==> config.mk <==
export PLATFORM = sky130hd
export DESIGN_NAME = addr_map_decoder
export DESIGN_NICKNAME = d
export VERILOG_FILES = /design/src/rtl/addr_map_decoder.sv
export SDC_FILE = /design/constraint.sdc
export NUM_CORES = 1
export LEC_CHECK = 0
export ABC_CLOCK_PERIOD_IN_PS = 2100
export CORE_ASPECT_RATIO = 0.7
export CORE_MARGIN = 3
export CORE_UTILIZATION = 46
export CTS_CLUSTER_DIAMETER = 80
export DETAILED_ROUTE_END_ITERATION = 7
export PLACE_DENSITY = 0.84
export SETUP_SLACK_MARGIN = 0.05
export SLEW_MARGIN = 20
export SYNTH_ARGS = -nofsm -noshare
export SYNTH_HDL_FRONTEND = slang
export SYNTH_SLANG_ARGS = --single-unit
==> constraint.sdc <==
create_clock -name clk -period 2.1 [get_ports clk]
set_input_delay 0.42 -clock clk [delete_from_list [all_inputs] [get_ports clk]]
set_output_delay 0.42 -clock clk [all_outputs]
set_load 0.02 [all_outputs]
==> src/rtl/addr_map_decoder.sv <==
module addr_map_decoder #(
  parameter int WIN       = 64,
  parameter int REG_BYTES = 96
) (
  input  logic        clk,
  input  logic        rst_n,
  input  logic        mode_a,
  input  logic        mode_b,
  input  logic        bus_cyc,
  input  logic [15:0] addr,
  input  logic [7:0]  map_wdata,
  input  logic        map_we,
  input  logic [3:0]  ee_page,
  input  logic        ee_enable,
  output logic        sel_reg,
  output logic        sel_ram,
  output logic        sel_boot,
  output logic        sel_eep,
  output logic        sel_ext,
  output logic        rom_boot,
  output logic        special,
  output logic        ext_bus,
  output logic        map_locked
);
  localparam int CW = $clog2(WIN + 1);
  localparam logic [CW-1:0] CMAX = CW'(WIN);

  logic [7:0]    map_q;
  logic [CW-1:0] cnt_q;
  logic          written_q;

  always_ff @(posedge clk) begin
    if (!rst_n) begin
      rom_boot <= ~mode_b & ~mode_a;
      special  <= ~mode_b;
      ext_bus  <= mode_a;
    end
  end

  assign map_locked = ~special & (written_q | (cnt_q == CMAX));

  always_ff @(posedge clk) begin
    if (!rst_n) begin
      map_q     <= 8'h01;
      cnt_q     <= '0;
      written_q <= 1'b0;
    end else begin
      if (bus_cyc && cnt_q != CMAX) cnt_q <= cnt_q + 1'b1;
      if (map_we && !map_locked) begin
        map_q     <= map_wdata;
        written_q <= 1'b1;
      end
    end
  end

  wire [3:0] page    = addr[15:12];
  wire [3:0] ee_pg   = ext_bus ? ee_page : 4'hF;
  wire hit_reg  = (page == map_q[3:0]) && (addr[11:0] < 12'(REG_BYTES));
  wire hit_ram  = (page == map_q[7:4]) && (addr[11:10] == 2'b00);
  wire hit_boot = rom_boot && (addr[15:8] == 8'hBF);
  wire hit_eep  = ee_enable && (page == ee_pg) && (addr[11:9] == 3'b111);
  wire hole     = special && ext_bus && (page == ee_page) && (addr[11:8] == 4'hD);

  assign sel_reg  = bus_cyc & hit_reg;
  assign sel_ram  = bus_cyc & ~hit_reg & hit_ram;
  assign sel_boot = bus_cyc & ~hit_reg & ~hit_ram & hit_boot;
  assign sel_eep  = bus_cyc & ~hit_reg & ~hit_ram & ~hit_boot & hit_eep;
  assign sel_ext  = bus_cyc & ext_bus & ~hole &
                    ~(hit_reg | hit_ram | hit_boot | hit_eep);

  p_onehot_r11: assert property (@(posedge clk) disable iff (!rst_n)
    $onehot0({sel_reg, sel_ram, sel_boot, sel_eep, sel_ext}));
  p_idle_quiet_r11: assert property (@(posedge clk) disable iff (!rst_n)
    !bus_cyc |-> !(sel_reg | sel_ram | sel_boot | sel_eep | sel_ext));
  p_lock_sticky_r3: assert property (@(posedge clk) disable iff (!rst_n)
    map_locked |=> map_locked && $stable(map_q));
  p_special_open_r4: assert property (@(posedge clk) disable iff (!rst_n)
    special |-> !map_locked);
  p_cnt_sat_r4: assert property (@(posedge clk) disable iff (!rst_n)
    cnt_q <= CMAX);
  p_mode_hold_r6: assert property (@(posedge clk) disable iff (!rst_n)
    1'b1 |=> $stable({rom_boot, special, ext_bus}));
  p_boot_mode_r7: assert property (@(posedge clk) disable iff (!rst_n)
    sel_boot |-> rom_boot);
  p_ext_mode_r10: assert property (@(posedge clk) disable iff (!rst_n)
    sel_ext |-> ext_bus);
endmodule

==> implementation parameters <==
Parameter                              Value

Die
  Ports    44
  Floorplan die area    3072 um^2
  Core outline area    2225 um^2
  Die width    64.97 um
  Placement Rows    14
  Initial core utilization    0.5034
  Height of the die    47.28 um

Setup path
  Critical setup path kind    primary input to output port
  Category of the worst setup path launch point    primary input
  Launch point of the worst path    addr[9]
  Data arrival, critical path    1.63 ns
  Reg2reg start    cnt_q[0]
  Maximum fanout along the worst path    3
  Kind of capture point of the worst setup path    output port
  Critical Path RT    1.68 ns

Synthesis
  Biggest area contributors in the synthesized netlist    sky130_fd_sc_hd__dfxtp_1, sky130_fd_sc_hd__edfxtp_1, sky130_fd_sc_hd__mux2i_1, sky130_fd_sc_hd__nand2_1, sky130_fd_sc_hd__xnor2_1
  Most common cell in the netlist    sky130_fd_sc_hd__nand2_1
  Top FF cell, synth    sky130_fd_sc_hd__dfxtp_1
  Mapped Area    1120 um^2
  Share of synthesized area occupied by flip-flops and latches    0.3665
  Count of yosys warnings during synthesis    0
  Syn Inst Count    132
  Number of enable flip-flop cells after synthesis    3
  Count of distinct cell types in the synthesized netlist    32
  Dominant cell type by area after synthesis    sky130_fd_sc_hd__dfxtp_1
  Average cell area after synthesis    8.484 um^2
  Area share of the largest cell type after synthesis    0.2860
  Post-synthesis net count    169
  Asr flop ratio synth    0
  Top post-synthesis cells by count    sky130_fd_sc_hd__nand2_1, sky130_fd_sc_hd__dfxtp_1, sky130_fd_sc_hd__nor2_1
  Count of state elements after synthesis    19

CTS
  Cts hold-fix bufs    0
  Total CTS buffers    3
  Register clock-pin slew on the reported worst setup and hold paths    0.10 ns
  Clock latency at the later pin of the worst-skew pair    0.30 ns
  Clock root buffer    sky130_fd_sc_hd__clkbuf_4
  Clock tree from TritonCTS    yes
  Sink count of the clock tree    19
  Bufs on Longest Clock Path    2
  Total number of H-tree levels    1

Drt
  Wire per inst    15.36 um
  Post-route DRC violation count    0
  First-pass iteration count of the detailed router    4
  Vias per std cell    5.255
  Post-detailed-routing wire length    3380 um
  Total via count after detailed routing    1156
  Count of nets left with antenna violations after detail routing    0
  First-iteration detailed-routing DRC count    75

Global routing
  Overflow after GRT    0
  Vias in the first global route    1130
  Aggregate global-route resource usage    0.2254
  Antenna violations before repair    0
  Global-route wire length before repair    5099 um
  Largest net degree at the start of global routing    18

STA
  Peak clock frequency supported by timing    488.3 MHz
  Final period demand of the worst path    2.048 ns
  Final sum of negative setup slack    0 ns
  RSZ-0062 raised after global routing    true
  Crit share post-route    0.9753
  Least-Margin Pin Slew    0.4642 ns
  Slew Limit Fails    0
  Final setup skew    0.007040 ns
  Slew HR    0.6905
  Count of final hold-check violations    0
  Final count of negative-setup-slack endpoints    0
  Hold_ws    0.4889 ns

Cells and area
  Utilization after layout    0.8015
  Share of final-layout standard cells stronger than drive strength 1    0.3457
  Area growth from synthesis to layout    59.22%
  ANT cells    0
  Total of fill cells in the finished design    143
  Layout Nets    226

Power
  Static leakage    0.7499 nW
  Worst vdd ir    286.6 uV
  Cell area power density    467.3 nW/um^2

Hold path
  Worst min-delay path class    register to register
  Start point of the worst hold path    map_q[5]

Run status
  Status    completed

Placement
  Routability cong.    0.8955
  IO buf count    38
  Half-perimeter wire length of the detailed placement result    2403 um

Run
  Maximum Capacitance Violations    0
[layer usage]
| metal | track usage | vias to the layer above | part of all wire |
|---|---|---|---|
| li1 | - | 575 | - |
| met1 | 0.2400 | 531 | 0.41 |
| met2 | 0.4533 | 44 | 0.51 |
| met3 | 0.07177 | 6 | 0.062 |
| met4 | 0.04202 | 0 | 0.013 |
| met5 | 0 | - | 0 |
[report_power, final]
part,internal [mW],switching (mW),total (mW)
clock,0.0710,0.113,0.184
sequential,0.392,0.0179,0.410
combinational,0.126,0.114,0.240
total,0.589,0.245,0.833
[cell type report]
class	count	area [um^2]	area share
sequential	19	411.6	0.2309
multi-input combinational	101	807.0	0.4526
inverter	8	30.03	0.01684
timing repair buffer	56	466.7	0.2618
clock buffer	3	22.52	0.01263
clock inverter	1	5.005	0.002807
tap	32	40.04	0.02246
[cells by family (layout without fill, tap and decap cells)]
kind of cell	count (synthesis)	count (layout)	share of synthesized area
AOI/OAI and AO/OA	18	18	0.1073
adders and majority gates	2	2	0.02234
buffers and inverters	12	68	0.05363
and+or+nand+nor	61	61	0.2849
DFF	19	19	0.3665
muxes	8	8	0.07151
xor gates and xnor gates	12	12	0.09385
[per-stage QoR]
| step | setup WS (ns) | total power, mW | instance area [um^2] | instances |
|---|---|---|---|---|
| 3_5_place_dp | -0.7841 | 0.6321 | 1637 | 214 |
| 4_1_cts | -0.1981 | 0.8243 | 1719 | 219 |
| 5_1_grt | -0.05546 | 0.8747 | 1783 | 220 |
| 6_report | 0.05189 | 0.8332 | 1783 | 220 |
| 3_3_place_gp | -0.7737 | 0.6225 | 1637 | 214 |
| 2_1_floorplan | 0.06618 | 0.5143 | 1126 | 132 |
[path summary, 6_finish.rpt]
check                   to  slack, ns  depth (start not counted)
hold / removal    map_q[5]       0.49                          2
setup / recovery  sel_boot       0.05                          5
hold reg to reg   map_q[5]       0.49                          2
setup reg to reg  map_q[4]       0.41                          5
[sequential cells by signal, summed over array words and instances, names as in the netlist]
register / flops
map_q: 8
cnt_q: 7
ext_bus: 1
rom_boot: 1
special: 1
written_q: 1
[placed cells by master (no fill, tap or decap), types with 3 or more instances in the layout]
cell type                          n
sky130_fd_sc_hd__buf_4            21
sky130_fd_sc_hd__nand2_1          18
sky130_fd_sc_hd__clkdlybuf4s50_1  16
sky130_fd_sc_hd__dfxtp_1          15
sky130_fd_sc_hd__nor2_1            9
sky130_fd_sc_hd__inv_1             8
sky130_fd_sc_hd__xnor2_1           8
sky130_fd_sc_hd__mux2i_1           8
sky130_fd_sc_hd__clkbuf_2          8
sky130_fd_sc_hd__clkbuf_4          5
sky130_fd_sc_hd__nand3_1           4
sky130_fd_sc_hd__dlymetal6s2s_1    4
sky130_fd_sc_hd__nand4_1           3
sky130_fd_sc_hd__xor2_1            3
sky130_fd_sc_hd__nor2b_4           3
sky130_fd_sc_hd__o21ai_0           3
sky130_fd_sc_hd__o21a_1            3
sky130_fd_sc_hd__edfxtp_1          3
[critical path, cell delays in order]
cell                            delay, ns
sky130_fd_sc_hd__dlygate4sd2_1       0.26
sky130_fd_sc_hd__nand2_2             0.08
sky130_fd_sc_hd__or4_4               0.48
sky130_fd_sc_hd__nor3b_2             0.21
sky130_fd_sc_hd__buf_4               0.17
[repair_timing]
| action | in CTS | in global routing |
|---|---|---|
| endpoints found under the setup margin | 6 | 6 |
| pin swaps | 7 | 11 |
| setup buffers | 1 | 1 |
| hold endpoints to repair | 0 | 0 |
| resized for setup | 58 | 45 |
Note: power is estimated with default switching activity, not from simulation.
